File: src/rtl/nand_fe_pkg.sv
package nand_fe_pkg;

  localparam logic [7:0] CMD_PTR_LOW     = 8'h00;
  localparam logic [7:0] CMD_PTR_HIGH    = 8'h01;
  localparam logic [7:0] CMD_CB_READ     = 8'h03;
  localparam logic [7:0] CMD_PROG_CONF   = 8'h10;
  localparam logic [7:0] CMD_PROG_DUMMY  = 8'h11;
  localparam logic [7:0] CMD_PTR_SPARE   = 8'h50;
  localparam logic [7:0] CMD_ERASE_SETUP = 8'h60;
  localparam logic [7:0] CMD_STATUS      = 8'h70;
  localparam logic [7:0] CMD_STATUS_MP   = 8'h71;
  localparam logic [7:0] CMD_PROG_SETUP  = 8'h80;
  localparam logic [7:0] CMD_CB_DEST     = 8'h8A;
  localparam logic [7:0] CMD_READ_ID     = 8'h90;
  localparam logic [7:0] CMD_ERASE_CONF  = 8'hD0;
  localparam logic [7:0] CMD_RESET       = 8'hFF;

  typedef enum logic [3:0] {
    OP_NONE        = 4'd0,
    OP_READ        = 4'd1,
    OP_PROG        = 4'd2,
    OP_PROG_DUMMY  = 4'd3,
    OP_ERASE       = 4'd4,
    OP_ERASE_MULTI = 4'd5,
    OP_CB          = 4'd6,
    OP_CB_DUMMY    = 4'd7,
    OP_RESET       = 4'd8,
    OP_STATUS      = 4'd9,
    OP_STATUS_MP   = 4'd10,
    OP_READ_ID     = 4'd11
  } opKind_e;

  typedef enum logic [1:0] {
    PTR_LOW   = 2'd0,
    PTR_HIGH  = 2'd1,
    PTR_SPARE = 2'd2
  } ptr_e;

  typedef enum logic [2:0] {
    ST_IDLE, ST_RD_ADDR, ST_PG_ADDR, ST_PG_DATA,
    ST_ER_ADDR, ST_ER_WAIT, ST_CB_ADDR, ST_CB_WAIT
  } seqState_e;

  typedef struct packed {
    logic       colLoad;
    logic       rowLoad;
    logic [1:0] rowIdx;
    logic       rowClear;
    logic       dataWrite;
    logic       ptrSet;
    ptr_e       ptrVal;
    logic       ptrRevert;
    logic       busyStart;
    logic       busyClear;
  } feCtl_t;

endpackage

File: src/rtl/nand_fe_capture.sv
module nand_fe_capture (
  input  logic       clk,
  input  logic       rstN,
  input  logic       ceN,
  input  logic       weN,
  input  logic       cle,
  input  logic       ale,
  input  logic [7:0] ioIn,
  output logic       cmdEvt,
  output logic       addrEvt,
  output logic       dataEvt,
  output logic [7:0] evtByte
);
  logic weDly;
  logic weRise;

  // qualified rising edge of the write strobe
  assign weRise = weN & ~weDly & ~ceN;

  always_ff @(posedge clk or negedge rstN) begin
    if (!rstN) begin
      weDly   <= 1'b1;
      cmdEvt  <= 1'b0;
      addrEvt <= 1'b0;
      dataEvt <= 1'b0;
      evtByte <= '0;
    end else begin
      weDly   <= weN;
      cmdEvt  <= weRise & cle & ~ale;
      addrEvt <= weRise & ale & ~cle;
      dataEvt <= weRise & ~cle & ~ale;
      if (weRise) evtByte <= ioIn;
    end
  end

  assert_single_kind_R2: assert property (@(posedge clk) disable iff (!rstN)
    $onehot0({cmdEvt, addrEvt, dataEvt}));

  assert_chip_select_R1: assert property (@(posedge clk) disable iff (!rstN)
    (cmdEvt || addrEvt || dataEvt) |-> ($past(ceN) == 1'b0));

endmodule

File: src/rtl/nand_fe_ctrl.sv
module nand_fe_ctrl
  import nand_fe_pkg::*;
#(
  parameter int ROW_BYTES = 3
) (
  input  logic       clk,
  input  logic       rstN,
  input  logic       cmdEvt,
  input  logic       addrEvt,
  input  logic       dataEvt,
  input  logic [7:0] evtByte,
  input  logic       busyIn,
  output feCtl_t     ctl,
  output logic       opValid,
  output logic [3:0] opCode,
  output logic       illegalSeq
);
  localparam int ADDR_CYCLES = ROW_BYTES + 1;
  localparam int CNT_W       = $clog2(ADDR_CYCLES + 1);

  seqState_e        state, nState;
  logic [CNT_W-1:0] addrCnt, nCnt;
  logic             cbCand, nCbCand;
  logic             cbArm, nCbArm;
  logic             cbDummy, nCbDummy;
  logic             multiErase, nMulti;
  logic             nValid, nIll, raiseIll;
  opKind_e          opReg, nOp;
  logic             statusCmd;

  assign statusCmd = (evtByte == CMD_STATUS) || (evtByte == CMD_STATUS_MP);

  always_comb begin
    nState   = state;
    nCnt     = addrCnt;
    nCbCand  = cbCand;
    nCbArm   = cbArm;
    nCbDummy = cbDummy;
    nMulti   = multiErase;
    nValid   = 1'b0;
    nOp      = OP_NONE;
    nIll     = illegalSeq;
    raiseIll = 1'b0;
    ctl      = '0;

    if (cmdEvt) begin
      if (!busyIn || statusCmd || evtByte == CMD_RESET) begin
        if (!statusCmd) nCbArm = 1'b0;
        case (evtByte)
          CMD_RESET: begin
            nState = ST_IDLE;
            nCnt = '0;
            nCbCand = 1'b0;
            nIll = 1'b0;
            ctl.ptrSet = 1'b1;
            ctl.ptrVal = PTR_LOW;
            ctl.busyClear = 1'b1;
            nValid = 1'b1;
            nOp = OP_RESET;
          end
          CMD_STATUS: begin
            nValid = 1'b1;
            nOp = OP_STATUS;
          end
          CMD_STATUS_MP: begin
            nValid = 1'b1;
            nOp = OP_STATUS_MP;
          end
          CMD_READ_ID: begin
            nState = ST_IDLE;
            nValid = 1'b1;
            nOp = OP_READ_ID;
          end
          CMD_PTR_LOW, CMD_PTR_HIGH, CMD_PTR_SPARE, CMD_CB_READ: begin
            nState = ST_RD_ADDR;
            nCnt = '0;
            ctl.rowClear = 1'b1;
            ctl.ptrSet = 1'b1;
            ctl.ptrVal = (evtByte == CMD_PTR_HIGH)  ? PTR_HIGH :
                         (evtByte == CMD_PTR_SPARE) ? PTR_SPARE : PTR_LOW;
            nCbCand = (evtByte == CMD_PTR_LOW) || (evtByte == CMD_CB_READ);
            nCbDummy = (evtByte == CMD_CB_READ);
          end
          CMD_PROG_SETUP: begin
            nState = ST_PG_ADDR;
            nCnt = '0;
            ctl.rowClear = 1'b1;
          end
          CMD_ERASE_SETUP: begin
            nMulti = (state == ST_ER_WAIT);
            nState = ST_ER_ADDR;
            nCnt = '0;
            ctl.rowClear = 1'b1;
          end
          CMD_CB_DEST: begin
            if (state == ST_IDLE && cbArm) begin
              nState = ST_CB_ADDR;
              nCnt = '0;
              ctl.rowClear = 1'b1;
            end else begin
              raiseIll = 1'b1;
            end
          end
          CMD_PROG_CONF, CMD_PROG_DUMMY: begin
            if (state == ST_PG_DATA) begin
              nOp = (evtByte == CMD_PROG_CONF) ? OP_PROG : OP_PROG_DUMMY;
              nValid = 1'b1;
              ctl.busyStart = 1'b1;
              ctl.ptrRevert = 1'b1;
              nState = ST_IDLE;
            end else if (state == ST_CB_WAIT && (cbDummy == (evtByte == CMD_PROG_DUMMY))) begin
              nOp = cbDummy ? OP_CB_DUMMY : OP_CB;
              nValid = 1'b1;
              ctl.busyStart = 1'b1;
              ctl.ptrRevert = 1'b1;
              nState = ST_IDLE;
            end else begin
              raiseIll = 1'b1;
            end
          end
          CMD_ERASE_CONF: begin
            if (state == ST_ER_WAIT) begin
              nOp = multiErase ? OP_ERASE_MULTI : OP_ERASE;
              nValid = 1'b1;
              ctl.busyStart = 1'b1;
              nState = ST_IDLE;
            end else begin
              raiseIll = 1'b1;
            end
          end
          default: raiseIll = 1'b1;
        endcase
      end
    end else if (addrEvt && !busyIn) begin
      case (state)
        ST_RD_ADDR, ST_PG_ADDR, ST_CB_ADDR: begin
          if (addrCnt == '0) begin
            ctl.colLoad = 1'b1;
          end else begin
            ctl.rowLoad = 1'b1;
            ctl.rowIdx = 2'(addrCnt - 1'b1);
          end
          if (addrCnt == CNT_W'(ADDR_CYCLES - 1)) begin
            if (state == ST_RD_ADDR) begin
              nValid = 1'b1;
              nOp = OP_READ;
              ctl.ptrRevert = 1'b1;
              nState = ST_IDLE;
              nCbArm = cbCand;
            end else if (state == ST_PG_ADDR) begin
              nState = ST_PG_DATA;
            end else begin
              nState = ST_CB_WAIT;
            end
          end else begin
            nCnt = addrCnt + 1'b1;
          end
        end
        ST_ER_ADDR: begin
          ctl.rowLoad = 1'b1;
          ctl.rowIdx = 2'(addrCnt);
          if (addrCnt == CNT_W'(ROW_BYTES - 1)) nState = ST_ER_WAIT;
          else nCnt = addrCnt + 1'b1;
        end
        default: raiseIll = 1'b1;
      endcase
    end else if (dataEvt && !busyIn && state == ST_PG_DATA) begin
      ctl.dataWrite = 1'b1;
    end

    if (raiseIll) begin
      nIll   = 1'b1;
      nState = ST_IDLE;
      nCbArm = 1'b0;
    end
  end

  always_ff @(posedge clk or negedge rstN) begin
    if (!rstN) begin
      state      <= ST_IDLE;
      addrCnt    <= '0;
      cbCand     <= 1'b0;
      cbArm      <= 1'b0;
      cbDummy    <= 1'b0;
      multiErase <= 1'b0;
      opValid    <= 1'b0;
      opReg      <= OP_NONE;
      illegalSeq <= 1'b0;
    end else begin
      state      <= nState;
      addrCnt    <= nCnt;
      cbCand     <= nCbCand;
      cbArm      <= nCbArm;
      cbDummy    <= nCbDummy;
      multiErase <= nMulti;
      opValid    <= nValid;
      opReg      <= nOp;
      illegalSeq <= nIll;
    end
  end

  assign opCode = opReg;

  assert_busy_follows_op_R8: assert property (@(posedge clk) disable iff (!rstN)
    (opValid && opCode >= 4'd2 && opCode <= 4'd7) |-> busyIn);

  assert_busy_filter_R9: assert property (@(posedge clk) disable iff (!rstN)
    (busyIn && cmdEvt && !statusCmd && evtByte != CMD_RESET) |=> !opValid);

  assert_illegal_sticky_R11: assert property (@(posedge clk) disable iff (!rstN)
    (illegalSeq && !(cmdEvt && evtByte == CMD_RESET)) |=> illegalSeq);

  assert_reset_cmd_R10: assert property (@(posedge clk) disable iff (!rstN)
    (cmdEvt && evtByte == CMD_RESET) |=> (!illegalSeq && opValid && opCode == 4'd8));

endmodule

File: src/rtl/nand_fe_datapath.sv
module nand_fe_datapath
  import nand_fe_pkg::*;
#(
  parameter int ROW_BYTES   = 3,
  parameter int PAGE_BYTES  = 528,
  parameter int HALF_BYTES  = 256,
  parameter int SPARE_BYTES = 16,
  parameter int BUSY_W      = 16
) (
  input  logic                          clk,
  input  logic                          rstN,
  input  feCtl_t                        ctl,
  input  logic [7:0]                    evtByte,
  input  logic [BUSY_W-1:0]             busyCycles,
  output logic [$clog2(PAGE_BYTES)-1:0] colAddr,
  output logic [8*ROW_BYTES-1:0]        rowAddr,
  output logic                          dataValid,
  output logic [7:0]                    dataByte,
  output logic [$clog2(PAGE_BYTES)-1:0] dataCol,
  output logic                          busy
);
  localparam int COL_W   = $clog2(PAGE_BYTES);
  localparam int SPARE_W = $clog2(SPARE_BYTES);

  ptr_e              ptr;
  logic [COL_W-1:0]  colLoadVal;
  logic [COL_W-1:0]  colNextVal;
  logic [BUSY_W-1:0] busyCnt;

  always_comb begin
    case (ptr)
      PTR_HIGH:  colLoadVal = COL_W'(HALF_BYTES) + COL_W'(evtByte);
      PTR_SPARE: colLoadVal = COL_W'(2 * HALF_BYTES) + COL_W'(evtByte[SPARE_W-1:0]);
      default:   colLoadVal = COL_W'(evtByte);
    endcase
  end

  assign colNextVal = (colAddr == COL_W'(PAGE_BYTES - 1)) ? '0 : colAddr + 1'b1;

  always_ff @(posedge clk or negedge rstN) begin
    if (!rstN) begin
      ptr       <= PTR_LOW;
      colAddr   <= '0;
      rowAddr   <= '0;
      dataValid <= 1'b0;
      dataByte  <= '0;
      dataCol   <= '0;
      busyCnt   <= '0;
    end else begin
      if (ctl.ptrSet) ptr <= ctl.ptrVal;
      else if (ctl.ptrRevert && ptr == PTR_HIGH) ptr <= PTR_LOW;

      dataValid <= ctl.dataWrite;
      if (ctl.colLoad) begin
        colAddr <= colLoadVal;
      end else if (ctl.dataWrite) begin
        colAddr  <= colNextVal;
        dataByte <= evtByte;
        dataCol  <= colAddr;
      end

      if (ctl.rowClear) begin
        rowAddr <= '0;
      end else if (ctl.rowLoad) begin
        for (int k = 0; k < ROW_BYTES; k++) begin
          if (int'(ctl.rowIdx) == k) rowAddr[8*k +: 8] <= evtByte;
        end
      end

      if (ctl.busyClear) busyCnt <= '0;
      else if (ctl.busyStart) busyCnt <= (busyCycles == '0) ? BUSY_W'(1) : busyCycles;
      else if (busyCnt != '0) busyCnt <= busyCnt - 1'b1;
    end
  end

  assign busy = (busyCnt != '0);

  assert_col_in_page_R5: assert property (@(posedge clk) disable iff (!rstN)
    colAddr < COL_W'(PAGE_BYTES));

  assert_col_wrap_R5: assert property (@(posedge clk) disable iff (!rstN)
    (ctl.dataWrite && !ctl.colLoad && colAddr == COL_W'(PAGE_BYTES - 1)) |=> (colAddr == '0));

  assert_ptr_return_R4: assert property (@(posedge clk) disable iff (!rstN)
    (ctl.ptrRevert && !ctl.ptrSet && ptr == PTR_HIGH) |=> (ptr == PTR_LOW));

  assert_busy_drop_R10: assert property (@(posedge clk) disable iff (!rstN)
    ctl.busyClear |=> !busy);

endmodule

File: src/rtl/nand_cmd_frontend.sv
module nand_cmd_frontend
  import nand_fe_pkg::*;
#(
  parameter int ROW_BYTES   = 3,
  parameter int PAGE_BYTES  = 528,
  parameter int HALF_BYTES  = 256,
  parameter int SPARE_BYTES = 16,
  parameter int BUSY_W      = 16
) (
  input  logic                          clk,
  input  logic                          rstN,
  input  logic                          ceN,
  input  logic                          weN,
  input  logic                          cle,
  input  logic                          ale,
  input  logic [7:0]                    ioIn,
  input  logic [BUSY_W-1:0]             busyCycles,
  output logic                          opValid,
  output logic [3:0]                    opCode,
  output logic [8*ROW_BYTES-1:0]        rowAddr,
  output logic [$clog2(PAGE_BYTES)-1:0] colAddr,
  output logic                          dataValid,
  output logic [7:0]                    dataByte,
  output logic [$clog2(PAGE_BYTES)-1:0] dataCol,
  output logic                          busy,
  output logic                          illegalSeq
);
  logic       cmdEvt, addrEvt, dataEvt;
  logic [7:0] evtByte;
  feCtl_t     ctl;

  nand_fe_capture capture_i (
    .clk(clk), .rstN(rstN), .ceN(ceN), .weN(weN), .cle(cle), .ale(ale),
    .ioIn(ioIn), .cmdEvt(cmdEvt), .addrEvt(addrEvt), .dataEvt(dataEvt),
    .evtByte(evtByte)
  );

  nand_fe_ctrl #(.ROW_BYTES(ROW_BYTES)) ctrl_i (
    .clk(clk), .rstN(rstN), .cmdEvt(cmdEvt), .addrEvt(addrEvt),
    .dataEvt(dataEvt), .evtByte(evtByte), .busyIn(busy), .ctl(ctl),
    .opValid(opValid), .opCode(opCode), .illegalSeq(illegalSeq)
  );

  nand_fe_datapath #(
    .ROW_BYTES(ROW_BYTES), .PAGE_BYTES(PAGE_BYTES), .HALF_BYTES(HALF_BYTES),
    .SPARE_BYTES(SPARE_BYTES), .BUSY_W(BUSY_W)
  ) datapath_i (
    .clk(clk), .rstN(rstN), .ctl(ctl), .evtByte(evtByte),
    .busyCycles(busyCycles), .colAddr(colAddr), .rowAddr(rowAddr),
    .dataValid(dataValid), .dataByte(dataByte), .dataCol(dataCol), .busy(busy)
  );

endmodule

File: config.mk
export PLATFORM = sky130hd
export DESIGN_NAME = nand_cmd_frontend
export DESIGN_NICKNAME = d
export VERILOG_FILES = /design/src/rtl/nand_fe_pkg.sv /design/src/rtl/nand_fe_capture.sv /design/src/rtl/nand_fe_ctrl.sv /design/src/rtl/nand_fe_datapath.sv /design/src/rtl/nand_cmd_frontend.sv
export SDC_FILE = /design/constraint.sdc
export NUM_CORES = 1
export LEC_CHECK = 0
export BUFFER_PORTS_ARGS = -buffer_cell sky130_fd_sc_hd__buf_2
export CAP_MARGIN = 20
export CORE_MARGIN = 5
export CORE_UTILIZATION = 60
export DETAILED_ROUTE_END_ITERATION = 10
export PLACE_DENSITY = 0.83
export SLEW_MARGIN = 20
export SYNTH_ARGS = -nofsm -noshare
export SYNTH_HDL_FRONTEND = slang
export SYNTH_HIERARCHICAL = 1
export SYNTH_SLANG_ARGS = --single-unit
File: constraint.sdc
create_clock -name clk -period 6.5 [get_ports clk]
set_clock_uncertainty 0.2 [all_clocks]
set_input_delay 1.3 -clock clk [delete_from_list [all_inputs] [get_ports clk]]
set_output_delay 1.3 -clock clk [all_outputs]
set_load 0.02 [all_outputs]
After elaboration in Yosys (flattened, before gate mapping)
Cells that the tools add are included.

Register bits: 99. Word-level logic and storage cells: 245.

$add $sub $neg: 6. Bitwise gates (word level): 13. Equality and inequality tests: 41. Reduce and logical (&&, ||, !) cells: 55. Muxes and demuxes: 107.

Operators by type and width (count): 2-to-1 mux 16 bit (4); 2-to-1 mux 3 bit (20); 2-to-1 mux 24 bit (2); 2-to-1 mux 1 bit (44); equality test 8 bit (second input constant) (5); 2-to-1 mux 4 bit (10); equality test 8 x 7 -> 1 bit (second input constant) (4); 2-to-1 mux 10 bit (3); one-hot mux 3 bit (2 select lines) (5); 2-to-1 mux 8 bit (3); one-hot mux 4 bit (6 select lines) (1); nonzero test 2 bit (11); one-hot mux 3 bit (7 select lines) (1); one-hot mux 10 bit (2 select lines) (1); nonzero test 3 bit (6); equality test 8 x 5 -> 1 bit (second input constant) (2); logical NOT 16 bit (1); inequality test 4 x 2 -> 1 bit (second input constant) (4); nonzero test 16 bit (1); subtractor 16 x 1 -> 16 bit (second input constant) (1); 2-to-1 mux 2 bit (7); equality test 3 x 2 -> 1 bit (second input constant) (4); equality test 3 bit (second input constant) (4); AND reduction 3 bit (4); 41 further kinds (74).

Longest topological paths before layout
Depth in word-level cells: 11. Gate-level depth with buffers: 14. Gate-level depth less buffers: 12.

By module
Netlist, hierarchy kept.

Modules (own cells, without submodules): nand_fe_datapath (times used 1, area an instance 3469.6 µm², cells an instance 332); nand_fe_ctrl (times used 1, area an instance 1521.5 µm², cells an instance 187); nand_fe_capture (times used 1, area an instance 440.4 µm², cells an instance 25).

Worst setup path after synthesis
OpenSTA, ideal clock, no wires.

Path type: reg2reg. Start point: register datapath_i.busyCnt[4]. End point: register datapath_i.dataByte[0]. Required time: 6.175 ns. Period minus slack after synthesis: 3.611 ns. Arrival: 3.286 ns. Cell stages (with the launch flop): 12. Path slack: 2.889 ns. Setup time: 0.125 ns. Path through: dfrtp_1 -> or4_1 -> buf_6 -> nor4b_4 -> nand2_4 -> nor2_1 -> nand2_1 -> nor3_1 -> clkbuf_1 -> nand2b_1 -> clkbuf_1 -> mux2_2.

RTL lines: start, declared (line nand_fe_datapath.sv:28) `logic [BUSY_W-1:0] busyCnt;`; start signal, assigned (line nand_fe_datapath.sv:71) `else if (ctl.busyStart) busyCnt <= (busyCycles == '0) ? BUSY_W'(1) : busyCycles;`; start signal, assigned (line nand_fe_datapath.sv:72) `else if (busyCnt != '0) busyCnt <= busyCnt - 1'b1;`; end signal, assigned (line nand_fe_datapath.sv:58) `dataByte <= evtByte;`; end, declared (line nand_fe_datapath.sv:18) `output logic [7:0] dataByte,`.

==> results.yml <==
clocking:
  cts_setup_buffers: 0
  clockRootBuffer: "clkbuf_8"
  cts_tree: "yes"
  max-clock-path-buffers: 2
  postCtsResizedCells: 0
  cts.htree.levels: 3
  insertion_delay_ps: 380
  cts_sinks: 99
  path_clk_slew_ps: 110
  holdBufCountCts: 0
  cts_buffers: 9
setup_path:
  path_cells: "or4_1, nor4b_4, nand2_4, inv_1, o21ai_1, nor2_1, inv_1, a41oi_1, a221oi_1"
  cpMostUsedCell: "inv_1"
  critPathKind: "flip-flop to flip-flop"
  startpoint_type: "flip-flop"
  timing.critical_path.buf_inv: 2
  path_max_fanout: 16
  rr_worst_depth: 9
  crit_family: "simple AND/OR/NAND/NOR gates"
  slowest_delay_ps: 960
  cp.arrival_ps: 4620
  cp.required_ps: 6500
  crit_cells: 9
  end_kind: "flip-flop"
  cp_slowest_cell: "nor2_1"
cells_and_area:
  final_area_mm2: 0.00611
  area_growth_pct: 12.6
  drive_gt1_share_pct: 26.3
  final_common_cell: "dfrtp_1"
  diodes: 0
  final_cell_mix: "dfrtp_1, buf_2, nor2_1, nand2_1, mux2_2"
  finalNetCount: 661
floorplanning:
  die_y_um: 105
  io_pins: 90
  dieArea_mm2: 0.0111
  num_rows: 34
  die_w_um: 105
  initial_core_util_pct: 62.0
  fp.coreArea_mm2: 0.00876
yosys:
  synth_fp_nets: 582
  syn-mean-instance-area_um2: 9.98
  synth_cells: 544
  syn_area_mm2: 0.00543
  ys_ff_latch: 99
  synthArstFlopShare_pct: 100
  synth_edf_count: 0
  yosysSeqAreaShare_pct: 45.6
  synth-main-ff-cell: "dfrtp_1"
  yosysWarnings: 6
  ys_types: 72
sta:
  setup_viol_count_final: 0
  max_freq_mhz: 216
  worstMarginPinSlew_ps: 1090
  finalCritPeriodShare_pct: 71.1
  tns_ps: 0
  maxSlewViolCount: 0
  min_period_ps: 4620
  rsz0062_at_grt: "false"
  hold_viol: 0
  max-slew-margin-rel_pct: 27.0
detailed_routing:
  top_layer_used: "met4"
  wl_met3_um: 795
  ant_nets: 0
  viasPerCell: 6.07
  routed_wl_mm: 12.9
  drt_iter0_markers: 318
  num_vias: 4467
  firstDrtPassIters: 6
  wl_met1_mm: 5.52
  drc: 0
  route.met2.wl_mm: 6.27
  routedWlPerCell_um: 17.5
place:
  place_area_mm2: 0.00592
  dp.final_hpwl_mm: 9.33
  place.gp.congestion: 0.936
  port_buffers: 89
global_route:
  grt_max_degree: 65
  grt_usage_pct: 23.6
  antenna_found_initial: 0
  grt_pass1_vias: 4325
  grt_pass1_wl_mm: 21.5
  overflow: 0
hold_path:
  holdCritPathClass: "flip-flop to flip-flop"
  min_path_cells: 2
job:
  max_cap_violations: 0
power_and_ir_drop:
  peakVddDrop_v: 0.000203
  power.total_mw: 1.30
  p_leak_nw: 3.01
  power_density_mw_per_mm2: 213
status:
  status: "finished clean"
## stage by stage
| step | hold slack, ps | utilization [%] | worst slack (ps) | instances |
|---|---|---|---|---|
| final | 285 | 69.8 | 1880 | 736 |
| after global routing | 331 | 69.8 | 1580 | 736 |
| after floorplan | 250 | - | 2890 | 544 |
| after detailed placement | 266 | 67.6 | 1970 | 720 |
| after global placement | 257 | 67.6 | 2120 | 720 |
| after CTS | 289 | 69.8 | 1920 | 736 |
## power breakdown
group	switching, mW	total, mW	internal, mW
clock	0.239	0.390	0.151
combinational	0.107	0.190	0.0836
sequential	0.0695	0.721	0.651
total	0.415	1.30	0.885
## sequential cells by signal, summed over array words and instances (netlist names)
signal,count
capture_i/addrEvt,1
capture_i/cmdEvt,1
capture_i/dataEvt,1
capture_i/evtByte,8
capture_i/weDly,1
ctrl_i/addrCnt,3
ctrl_i/cbArm,1
ctrl_i/cbCand,1
ctrl_i/cbDummy,1
ctrl_i/illegalSeq,1
ctrl_i/multiErase,1
ctrl_i/opCode,4
ctrl_i/opValid,1
ctrl_i/state,3
datapath_i/busyCnt,16
datapath_i/colAddr,10
datapath_i/dataByte,8
datapath_i/dataCol,10
datapath_i/dataValid,1
datapath_i/ptr,2
datapath_i/rowAddr,24
## kinds of logic after synthesis
| logic type | synth area share (%) |
|---|---|
| compound gates | 13.7 |
| xor+xnor | 2.74 |
| fa+ha+maj | 1.84 |
| buf+inv | 3.71 |
| flops | 45.6 |
| mux | 11.4 |
| simple gates | 21.0 |
## final timing paths
path	startpoint	endpoint	slack [ps]
min in group asynchronous	rstN	datapath_i/rowAddr[5]	650
worst min register to register	datapath_i/dataCol[3]	datapath_i/dataCol[3]	290
max in group asynchronous	rstN	datapath_i/dataValid	4300
worst max-delay path	datapath_i/busyCnt[4]	datapath_i/busyCnt[0]	1880
worst min-delay path	datapath_i/dataCol[3]	datapath_i/dataCol[3]	290
worst max register to register	datapath_i/busyCnt[4]	datapath_i/busyCnt[0]	1880
## Yosys cell counts (4+ instances only)
cell type | n | share of area, %
a21oi_1 | 19 | 1.8
a22oi_1 | 7 | 0.97
a31oi_1 | 5 | 0.58
buf_6 | 4 | 0.83
clkbuf_1 | 17 | 1.2
dfrtp_1 | 98 | 45
ha_1 | 8 | 1.8
inv_1 | 19 | 1.3
mux2_2 | 31 | 6.4
mux2i_1 | 27 | 5.0
nand2_1 | 48 | 3.3
nand2b_1 | 8 | 0.92
nand3_1 | 6 | 0.55
nand3b_1 | 4 | 0.55
nand4_1 | 10 | 1.2
nor2_1 | 78 | 5.4
nor2b_1 | 9 | 1.0
nor3_1 | 9 | 0.83
nor4_1 | 13 | 1.5
o21ai_0 | 28 | 2.6
o31ai_1 | 4 | 0.55
xnor2_1 | 8 | 1.3
xor2_1 | 9 | 1.5
## tightest hold or removal path: cells and delay by family (launching register included)
family          cells  cell delay (ps)
flops               1              350
simple gates        1               50
compound gates      1               60
## cell type report
| type | instances | area [um^2] |
|---|---|---|
| Sequential cell | 99 | 2480 |
| Inverter | 19 | 71.3 |
| Multi-Input combinational cell | 400 | 2750 |
| Timing Repair Buffer | 94 | 485 |
| Clock inverter | 7 | 67.6 |
| Fill cell | 678 | 2650 |
| Tap cell | 108 | 135 |
| Clock buffer | 9 | 124 |
## routing by layer
metal / up-vias / GRT usage [%]
met5: - / 0
met4: 0 / 8.13
met3: 30 / 4.07
met2: 188 / 38.1
met1: 2136 / 32.4
li1: 2113 / -
(Power assumes the default switching activity.)
